--- config.mk ---
export PLATFORM = sky130hd
export DESIGN_NAME = pgwalk_top
export DESIGN_NICKNAME = d
export VERILOG_FILES = /design/src/rtl/pgwalk_pkg.sv /design/src/rtl/pgwalk_fsm.sv /design/src/rtl/pgwalk_addr_gen.sv /design/src/rtl/pgwalk_result.sv /design/src/rtl/pgwalk_top.sv
export SDC_FILE = /design/constraint.sdc
export NUM_CORES = 1
export LEC_CHECK = 0
export BUFFER_PORTS_ARGS = -buffer_cell sky130_fd_sc_hd__clkbuf_2
export CAP_MARGIN = 20
export CORE_ASPECT_RATIO = 0.5
export CORE_MARGIN = 1
export CORE_UTILIZATION = 45
export DETAILED_ROUTE_END_ITERATION = 6
export GPL_ROUTABILITY_DRIVEN = 1
export PLACE_DENSITY = 0.72
export SLEW_MARGIN = 5
export SYNTH_ARGS = -nofsm -noshare
export SYNTH_HDL_FRONTEND = slang
export SYNTH_SLANG_ARGS = --single-unit
--- constraint.sdc ---
create_clock -name clk -period 2.7 [get_ports clk]
set_input_delay 0.27 -clock clk [delete_from_list [all_inputs] [get_ports clk]]
set_output_delay 0.27 -clock clk [all_outputs]
set_load 0.01 [all_outputs]
--- src/rtl/pgwalk_pkg.sv ---
package pgwalk_pkg;

  typedef enum logic [2:0] {
    S_IDLE   = 3'd0,
    S_RD_DIR = 3'd1,
    S_WT_DIR = 3'd2,
    S_RD_TBL = 3'd3,
    S_WT_TBL = 3'd4,
    S_DONE   = 3'd5,
    S_FAULT  = 3'd6
  } walk_state_t;

  localparam int unsigned LVL_DIR = 0;
  localparam int unsigned LVL_TBL = 1;

endpackage

--- src/rtl/pgwalk_fsm.sv ---
module pgwalk_fsm
  import pgwalk_pkg::*;
(
  input  logic        clk,
  input  logic        rst_n,
  input  logic        start_i,
  input  logic        rvalid_i,
  input  logic        present_i,
  output walk_state_t state_o,
  output logic        accept_o,
  output logic        dir_rsp_o,
  output logic        tbl_rsp_o
);

  walk_state_t state_q;
  walk_state_t state_d;

  assign accept_o  = (state_q == S_IDLE)   && start_i;
  assign dir_rsp_o = (state_q == S_WT_DIR) && rvalid_i;
  assign tbl_rsp_o = (state_q == S_WT_TBL) && rvalid_i;

  always_comb begin
    state_d = state_q;
    unique case (state_q)
      S_IDLE:   if (start_i)  state_d = S_RD_DIR;
      S_RD_DIR:               state_d = S_WT_DIR;
      S_WT_DIR: if (rvalid_i) state_d = present_i ? S_RD_TBL : S_FAULT;
      S_RD_TBL:               state_d = S_WT_TBL;
      S_WT_TBL: if (rvalid_i) state_d = present_i ? S_DONE : S_FAULT;
      S_DONE:                 state_d = S_IDLE;
      S_FAULT:                state_d = S_IDLE;
      default:                state_d = S_IDLE;
    endcase
  end

  always_ff @(posedge clk or negedge rst_n) begin
    if (!rst_n) state_q <= S_IDLE;
    else        state_q <= state_d;
  end

  assign state_o = state_q;

endmodule

--- src/rtl/pgwalk_addr_gen.sv ---
module pgwalk_addr_gen #(
  parameter int unsigned ADDR_W      = 32,
  parameter int unsigned DIR_IDX_W   = 10,
  parameter int unsigned TBL_IDX_W   = 10,
  parameter int unsigned ENTRY_SHIFT = 2,
  localparam int unsigned OFF_W      = ADDR_W - DIR_IDX_W - TBL_IDX_W,
  localparam int unsigned FRAME_W    = ADDR_W - OFF_W
) (
  input  logic               clk,
  input  logic               rst_n,
  input  logic               accept_i,
  input  logic               dir_take_i,
  input  logic               sel_tbl_i,
  input  logic [ADDR_W-1:0]  lin_addr_i,
  input  logic [ADDR_W-1:0]  dir_base_i,
  input  logic [FRAME_W-1:0] entry_hi_i,
  output logic [ADDR_W-1:0]  mem_addr_o,
  output logic [OFF_W-1:0]   offset_o
);

  logic [ADDR_W-1:0]  lin_q;
  logic [ADDR_W-1:0]  dbase_q;
  logic [FRAME_W-1:0] tbase_q;

  logic [DIR_IDX_W-1:0] dir_idx;
  logic [TBL_IDX_W-1:0] tbl_idx;
  logic [ADDR_W-1:0]    dir_ent_addr;
  logic [ADDR_W-1:0]    tbl_ent_addr;

  assign dir_idx  = lin_q[ADDR_W-1 -: DIR_IDX_W];
  assign tbl_idx  = lin_q[OFF_W +: TBL_IDX_W];
  assign offset_o = lin_q[OFF_W-1:0];

  assign dir_ent_addr = dbase_q + (ADDR_W'(dir_idx) << ENTRY_SHIFT);
  assign tbl_ent_addr = {tbase_q, {OFF_W{1'b0}}} + (ADDR_W'(tbl_idx) << ENTRY_SHIFT);
  assign mem_addr_o   = sel_tbl_i ? tbl_ent_addr : dir_ent_addr;

  always_ff @(posedge clk or negedge rst_n) begin
    if (!rst_n) begin
      lin_q   <= '0;
      dbase_q <= '0;
    end else if (accept_i) begin
      lin_q   <= lin_addr_i;
      dbase_q <= dir_base_i;
    end
  end

  always_ff @(posedge clk or negedge rst_n) begin
    if (!rst_n)          tbase_q <= '0;
    else if (dir_take_i) tbase_q <= entry_hi_i;
  end

endmodule

--- src/rtl/pgwalk_result.sv ---
module pgwalk_result #(
  parameter int unsigned ADDR_W  = 32,
  parameter int unsigned OFF_W   = 12,
  localparam int unsigned FRAME_W = ADDR_W - OFF_W
) (
  input  logic               clk,
  input  logic               rst_n,
  input  logic               accept_i,
  input  logic               tbl_hit_i,
  input  logic               dir_miss_i,
  input  logic               tbl_miss_i,
  input  logic [FRAME_W-1:0] entry_hi_i,
  input  logic [OFF_W-1:0]   offset_i,
  output logic [FRAME_W-1:0] frame_o,
  output logic [ADDR_W-1:0]  phys_o,
  output logic               fault_lvl_o
);

  logic [FRAME_W-1:0] frame_q, frame_d;
  logic [ADDR_W-1:0]  phys_q, phys_d;
  logic               lvl_q, lvl_d;
  logic               res_en;

  assign res_en = accept_i || tbl_hit_i || dir_miss_i || tbl_miss_i;

  always_comb begin
    frame_d = frame_q;
    phys_d  = phys_q;
    lvl_d   = lvl_q;
    if (accept_i) begin
      frame_d = '0;
      phys_d  = '0;
      lvl_d   = 1'b0;
    end else if (tbl_hit_i) begin
      frame_d = entry_hi_i;
      phys_d  = {entry_hi_i, offset_i};
    end else if (dir_miss_i) begin
      lvl_d   = 1'(pgwalk_pkg::LVL_DIR);
    end else if (tbl_miss_i) begin
      lvl_d   = 1'(pgwalk_pkg::LVL_TBL);
    end
  end

  always_ff @(posedge clk or negedge rst_n) begin
    if (!rst_n) begin
      frame_q <= '0;
      phys_q  <= '0;
      lvl_q   <= 1'b0;
    end else if (res_en) begin
      frame_q <= frame_d;
      phys_q  <= phys_d;
      lvl_q   <= lvl_d;
    end
  end

  assign frame_o     = frame_q;
  assign phys_o      = phys_q;
  assign fault_lvl_o = lvl_q;

endmodule

--- src/rtl/pgwalk_top.sv ---
module pgwalk_top
  import pgwalk_pkg::*;
#(
  parameter int unsigned ADDR_W      = 32,
  parameter int unsigned DIR_IDX_W   = 10,
  parameter int unsigned TBL_IDX_W   = 10,
  parameter int unsigned ENTRY_SHIFT = 2,
  parameter int unsigned PRESENT_POS = 0,
  localparam int unsigned OFF_W      = ADDR_W - DIR_IDX_W - TBL_IDX_W,
  localparam int unsigned FRAME_W    = ADDR_W - OFF_W
) (
  input  logic               clk,
  input  logic               rst_n,
  input  logic               start_i,
  input  logic [ADDR_W-1:0]  lin_addr_i,
  input  logic [ADDR_W-1:0]  dir_base_i,
  output logic               mem_req_o,
  output logic [ADDR_W-1:0]  mem_addr_o,
  input  logic               mem_rvalid_i,
  input  logic [ADDR_W-1:0]  mem_rdata_i,
  output logic               busy_o,
  output logic               done_o,
  output logic               fault_o,
  output logic               fault_level_o,
  output logic [FRAME_W-1:0] frame_o,
  output logic [ADDR_W-1:0]  phys_addr_o
);

  walk_state_t        state;
  logic               accept, dir_rsp, tbl_rsp, present;
  logic [FRAME_W-1:0] entry_hi;
  logic [OFF_W-1:0]   offset;
  logic               unused_entry_bits;

  assign present           = mem_rdata_i[PRESENT_POS];
  assign entry_hi          = mem_rdata_i[ADDR_W-1:OFF_W];
  assign unused_entry_bits = ^mem_rdata_i[OFF_W-1:0];

  pgwalk_fsm u_fsm (
    .clk       (clk),
    .rst_n     (rst_n),
    .start_i   (start_i),
    .rvalid_i  (mem_rvalid_i),
    .present_i (present),
    .state_o   (state),
    .accept_o  (accept),
    .dir_rsp_o (dir_rsp),
    .tbl_rsp_o (tbl_rsp)
  );

  pgwalk_addr_gen #(
    .ADDR_W      (ADDR_W),
    .DIR_IDX_W   (DIR_IDX_W),
    .TBL_IDX_W   (TBL_IDX_W),
    .ENTRY_SHIFT (ENTRY_SHIFT)
  ) u_addr (
    .clk        (clk),
    .rst_n      (rst_n),
    .accept_i   (accept),
    .dir_take_i (dir_rsp && present),
    .sel_tbl_i  (state == S_RD_TBL),
    .lin_addr_i (lin_addr_i),
    .dir_base_i (dir_base_i),
    .entry_hi_i (entry_hi),
    .mem_addr_o (mem_addr_o),
    .offset_o   (offset)
  );

  pgwalk_result #(
    .ADDR_W (ADDR_W),
    .OFF_W  (OFF_W)
  ) u_res (
    .clk         (clk),
    .rst_n       (rst_n),
    .accept_i    (accept),
    .tbl_hit_i   (tbl_rsp && present),
    .dir_miss_i  (dir_rsp && !present),
    .tbl_miss_i  (tbl_rsp && !present),
    .entry_hi_i  (entry_hi),
    .offset_i    (offset),
    .frame_o     (frame_o),
    .phys_o      (phys_addr_o),
    .fault_lvl_o (fault_level_o)
  );

  assign mem_req_o = (state == S_RD_DIR) || (state == S_RD_TBL);
  assign busy_o    = (state != S_IDLE);
  assign done_o    = (state == S_DONE);
  assign fault_o   = (state == S_FAULT);

endmodule

==> results.yml, run 1 <==
run_status:
  outcome: "finished, violations left"
  violations: "negative setup slack"
worst_setup_path:
  worst_r2r_path_depth: 4
  regToRegStartpoint: "u_fsm.state_o[1]"
  cp_num_cells: 10
  crit_path_end_kind: "primary output"
  critPathLaunchType: "flip-flop"
  max_stage_delay_ps: 380
  critPathKind: "reg2out"
  cp_slowest_cell: "dfrtp_1"
  crit_buf_inv: 2
  r2r_setup_slack_ps: 590
  cp_data_required_time_ps: 2430
  worstReg2RegEnd: "u_addr.dbase_q[7]"
  path_cells: "ha_2 -> fa_2 -> a21o_1 -> a221oi_4 -> o221ai_4 -> buf_6 -> nand4_1 -> xor2_1 -> o21ai_1 -> clkbuf_2"
  crit_family: "compound AO/OA/AOI/OAI gates"
  startpoint: "u_addr.dbase_q[2]"
  arrival_ps: 2730
  crit_fanout: 7
  cp-endpoint: "mem_addr_o[26]"
finish:
  fin_nets: 779
  drive_gt1_frac: 0.499
  antenna_cells: 0
  syn_to_final_growth_pct: 33.0
  layout.cells.non_filler: 846
synthesis:
  synth_edf_count: 0
  ys_seq_area_frac: 0.515
  synth-seq-cells: 120
  syn_nets: 600
  ys.flop_type: "dfrtp_1"
  netlist_instances: 489
  synthDistinctLibCells: 46
  avgSynthCellArea_um2: 11.9
  synth_area_um2: 5830
  synthArstFlopShare: 1.00
  yosysWarnings: 0
sta:
  slew_headroom: 0.470
  hold_ws_ps: 80.7
  fmax_mhz: 333
  skew_ps: 5.72
  hold_viol: 0
  tns_ps: -2900
  setup_viol: 14
  finalCritPeriodShare: 1.11
  finalCriticalPeriod_ps: 3000
  worst_slew_pin_slew_ps: 794
  timing.final.ws_setup_ps: -303
  drv_slew: 0
  rsz0062_at_grt: "yes"
grt:
  antenna_found_initial: 0
  met1_usage: 0.289
  grt_usage: 0.215
  grt_max_degree: 81
  grtUsageMet2: 0.352
  overflow: 0
  busiest_layer: "met2"
  grt_pass1_vias: 4353
  grt_pass1_wl_um: 21800
  use_met3: 0.0405
clock_network:
  cts.sinks: 120
  cts_tree: "done"
  cts_buffer_depth: 2
  cts_made_buffers: 17
  clk_pin_slew_ps: 60
  clk_latency_ps: 400
  cts-root-buf: "clkbuf_16"
  htreeDepth: 4
route:
  drt_pre_antenna_iters: 4
  finalWirelength_um: 14100
  wl_per_cell_um: 16.7
  via_per_inst: 5.24
  vias: 4436
  remaining_drc_errors: 0
  ant_nets: 0
  drt-initial-drc-count: 194
floorplanning:
  initial_utilization: 0.477
  die_w_um: 163
  die-area_um2: 13400
  core_area_um2: 12200
  ios: 189
  rows: 28
  die_height_um: 82.5
placement:
  place_inst: 797
  portBuffers: 177
  pre_cts_slack_ps: -118
  dp_hpwl_um: 9610
  place_congestion: 0.789
hold_path:
  hold_class: "in2reg"
pwr:
  power_leakage_nw: 3.63
  peakVddDrop_v: 0.000810
  power_density_nw_per_um2: 1450
run:
  maxCapViolCount: 0
==> area by class of cell <==
class                   count  area (um^2)
flip-flops and latches    120         3000
fillers                   975         4470
multi-input cells         316         2710
inverters                   4         15.0
clock inverters            11          196
repair buffers            209         1170
clock buffers              21          450
well taps                 165          206
==> worst min-delay path by stage <==
stage / startpoint / endpoint / depth (start not counted)
global placement: rst_n / u_res.phys_o[1] / 1
global route: lin_addr_i[3] / u_addr.lin_q[3] / 2
CTS: dir_base_i[3] / u_addr.dbase_q[3] / 2
floorplan: rst_n / u_addr.dbase_q[0] / 0
finish: lin_addr_i[3] / u_addr.lin_q[3] / 2
detailed placement: rst_n / u_addr.lin_q[1] / 1
==> kinds of logic (layout without fill, tap and decap cells) <==
| logic type | after synthesis | count (layout) | share of synthesized area |
|---|---|---|---|
| buffers and inverters | 53 | 245 | 0.0567 |
| and+or+nand+nor | 95 | 95 | 0.0801 |
| muxes | 84 | 84 | 0.162 |
| DFF | 120 | 120 | 0.515 |
| xor gates and xnor gates | 26 | 26 | 0.0391 |
| adders and majority gates | 11 | 11 | 0.0249 |
| AOI/OAI and AO/OA | 100 | 100 | 0.122 |
==> state kept, by name (all words and copies together) (netlist names) <==
signal             count
u_addr.dbase_q        32
u_addr.tbase_q        20
u_res.phys_o          32
u_addr.lin_q          32
u_fsm.state_o          3
u_res.fault_lvl_o      1
==> power by group <==
group          internal, mW  switching, mW  total (mW)
sequential             2.62          0.672        3.29
clock                  1.67          0.798        2.46
combinational          2.79           2.71        5.49
total                  7.07           4.18        11.3
==> worst register-to-register path: stages, from the launching register on <==
cell and delay, ps:
dfrtp_1 520, or3_1 470, nor2_4 130, buf_4 450, mux2_2 420
==> through the flow <==
stage | util | instance area [um^2] | total power, mW
2_1_floorplan | - | 5830 | 6.33
3_3_place_gp | 0.553 | 6760 | 7.77
3_5_place_dp | 0.553 | 6760 | 7.86
4_1_cts | 0.622 | 7600 | 10.9
5_1_grt | 0.634 | 7750 | 12.0
6_report | 0.634 | 7750 | 11.3
==> repair_timing <==
item | in CTS | in global routing
resized for setup | 26 | 33
endpoints found under the hold margin | 40 | 0
pin swaps | 18 | 25
endpoints found under the setup margin | 24 | 28
buffers inserted | 5 | 10
cloned | 1 | 1
hold buffers | 1 | 0
==> synth_stat cells (5+ instances only) <==
cell type    n  share of area
o21ai_1     10         0.0086
mux2_2      68           0.13
nand2_1     42          0.027
buf_6        6          0.012
nand4_1      5         0.0054
nand3_1      9         0.0077
xnor2_1     15          0.023
a21oi_1     19          0.016
and4_1       5         0.0075
mux2_1      16          0.031
dfrtp_1    120           0.52
buf_2        6         0.0052
a22o_1      32          0.048
o21ai_0     18          0.015
xor2_1      11          0.017
buf_4       21          0.027
ha_1        10          0.021
clkbuf_1    16          0.010
nor2_1      13         0.0084
and3_1       5         0.0054
==> cell usage in the layout, fill, tap and decap left out, drive strengths merged, types with 6 or more instances in the layout <==
master  count
a211oi      6
a21oi      19
a22o       32
buf        45
clkbuf    184
dfrtp     120
ha         10
mux2       84
nand2      42
nand3      10
nor2       13
o21ai      28
xnor2      15
xor2       11
==> per-layer routing <==
layer  wire length (um)  share of wire  up-vias
met5                  0              0        -
met4                133         0.0094        0
met3                541          0.038       10
met2               6780           0.48       98
met1               6650           0.47     2219
li1                   -              -     2109
No activity file was read; power rests on OpenSTA's default activity.
==> run 2, diff against run 1 <==
--- a/config.mk
+++ b/config.mk
@@ -10,6 +10,7 @@
 export CORE_ASPECT_RATIO = 0.5
 export CORE_MARGIN = 1
 export CORE_UTILIZATION = 45
+export CTS_CLUSTER_SIZE = 12
 export DETAILED_ROUTE_END_ITERATION = 6
 export GPL_ROUTABILITY_DRIVEN = 1
 export PLACE_DENSITY = 0.72
==> constraint.sdc (replaced) <==
create_clock -name clk -period 3.7 [get_ports clk]
set_input_delay 0.37 -clock clk [delete_from_list [all_inputs] [get_ports clk]]
set_output_delay 0.37 -clock clk [all_outputs]
set_load 0.01 [all_outputs]
==> run 2 against run 1 <==
Effect of this change: the run now ends clean; register-to-register slack better by 810 ps; via count shrank 3.3%; cell count down 3.0%; critical path depth down 1; sequential share of layout area up 2.4 points; non-clock buffer count decreased by 24; clock skew rose by 4.3 ps; hold slack better by 21 ps; first-iteration DRC count rose by 24%; global-route usage decreased by 0.16 points; combinational power decreased by 40%; sequential power is 28% lower; largest power group unchanged; highest routed layer unchanged.
==> results.yml, run 2 (synthesized netlist as in run 1, its figures left out) <==
run_status:
  outcome: "finished clean"
grt:
  antenna_found_initial: 0
  overflow: 0
  grt_max_degree: 76
  grt_usage: 0.213
  grt_pass1_vias: 4238
  grt_pass1_wl_um: 21600
sta:
  rsz0062_at_grt: "no"
  fmax_mhz: 290
  drv_slew: 0
  skew_ps: 9.98
  setup_viol: 0
  hold_viol: 0
  finalCritPeriodShare: 0.931
  slew_headroom: 0.341
  finalCriticalPeriod_ps: 3450
  worst_slew_pin_slew_ps: 988
  tns_ps: 0
clock_network:
  clk_latency_ps: 400
  htreeDepth: 4
  cts_made_buffers: 17
  cts_buffer_depth: 2
  cts.sinks: 120
  cts_tree: "done"
  cts-root-buf: "clkbuf_16"
  post_cts_buffers: 0
  cts_resized: 0
  clk_pin_slew_ps: 60
  cts_hold_buf: 0
worst_setup_path:
  cp_slowest_cell: "fa_1"
  critPathLaunchType: "flip-flop"
  critPathKind: "reg2out"
  r2r_setup_slack_ps: 1400
  crit_fanout: 10
  cp_data_required_time_ps: 3330
  arrival_ps: 3080
  max_stage_delay_ps: 410
  worst_r2r_path_depth: 4
  worstReg2RegEnd: "u_addr.lin_q[21]"
  path_cells: "ha_1 -> fa_1 -> a21o_1 -> a221oi_2 -> o221ai_2 -> nand2_1 -> xor2_1 -> o21ai_0 -> clkbuf_2"
  regToRegStartpoint: "u_fsm.state_o[1]"
  cp_num_cells: 9
  crit_buf_inv: 1
  crit_path_end_kind: "primary output"
  crit_family: "compound AO/OA/AOI/OAI gates"
  startpoint: "u_addr.dbase_q[2]"
pwr:
  power_leakage_nw: 3.47
  power_density_nw_per_um2: 999
  total_power_mw: 7.28
  peakVddDrop_v: 0.000546
finish:
  final_common_cell: "clkbuf_2"
  regArea_um2: 3000
  final_cell_mix: "176 x clkbuf_2, 120 x dfrtp_1, 68 x mux2_2"
  fin_nets: 755
  drive_gt1_frac: 0.450
  fillers: 1012
  antenna_cells: 0
  multiInputGateArea_um2: 2510
  fin_util: 0.597
  fin_area_um2: 7290
  syn_to_final_growth_pct: 25.2
route:
  wl_per_cell_um: 16.7
  remaining_drc_errors: 0
  drt_pre_antenna_iters: 4
  finalWirelength_um: 13700
  drt-initial-drc-count: 240
  via_per_inst: 5.22
  ant_nets: 0
  vias: 4289
placement:
  dpl_cell_area_um2: 6710
  dp_hpwl_um: 9440
  portBuffers: 177
  place_congestion: 0.784
floorplanning:
  initial_utilization: 0.477
  die_height_um: 82.5
  rows: 28
  die_w_um: 163
  core_area_um2: 12200
  die-area_um2: 13400
  ios: 189
hold_path:
  hold_class: "in2async"
run:
  maxCapViolCount: 0
run 2: cell count changes in the layout (fill, tap and decap cells not counted), sizes merged:
cell,previous run,this run
bufinv,5,2
clkbuf,184,199
buf,45,9
dlygate4sd3,1,0
run 2: power by group:
part | switching, mW | total (mW) | internal [mW]
combinational | 1.73 | 3.30 | 1.57
clock | 0.565 | 1.62 | 1.05
sequential | 0.454 | 2.37 | 1.91
total | 2.75 | 7.28 | 4.54
run 2: how the worst max path moves through the flow:
stage	slack, ps	end
floorplan	1090	mem_addr_o[22]
global placement	750	mem_addr_o[22]
detailed placement	720	mem_addr_o[22]
CTS	260	mem_addr_o[22]
global route	120	mem_addr_o[22]
finish	250	mem_addr_o[24]
run 2: worst register-to-register path: stages, from the launching register on:
cell and delay (ps):
dfrtp_1 520, or3_1 470, nor2_4 430, buf_12 360
mux2_2 410
run 2: layout make-up:
| class | instances | share of cell area |
|---|---|---|
| clock buffers | 23 | 0.0669 |
| clock inverters | 8 | 0.0130 |
| inverters | 4 | 0.00206 |
| multi-input cells | 316 | 0.345 |
| flip-flops and latches | 120 | 0.412 |
| well taps | 165 | 0.0283 |
| repair buffers | 185 | 0.133 |
run 2: metrics by stage:
step                      hold WS, ps  std cells  worst slack [ps]
after floorplan                  74.4        489              1090
after global placement            467        790               749
after detailed placement          480        790               719
after CTS                         168        821               262
after global routing              173        821               122
final                             102        821               254
run 2: layer usage:
| metal | track usage | up-vias | routed length, um |
|---|---|---|---|
| met4 | 0.0935 | 0 | 167 |
| met5 | 0 | - | 0 |
| met1 | 0.287 | 2123 | 6520 |
| met3 | 0.0390 | 13 | 456 |
| met2 | 0.342 | 99 | 6530 |
| li1 | - | 2054 | - |
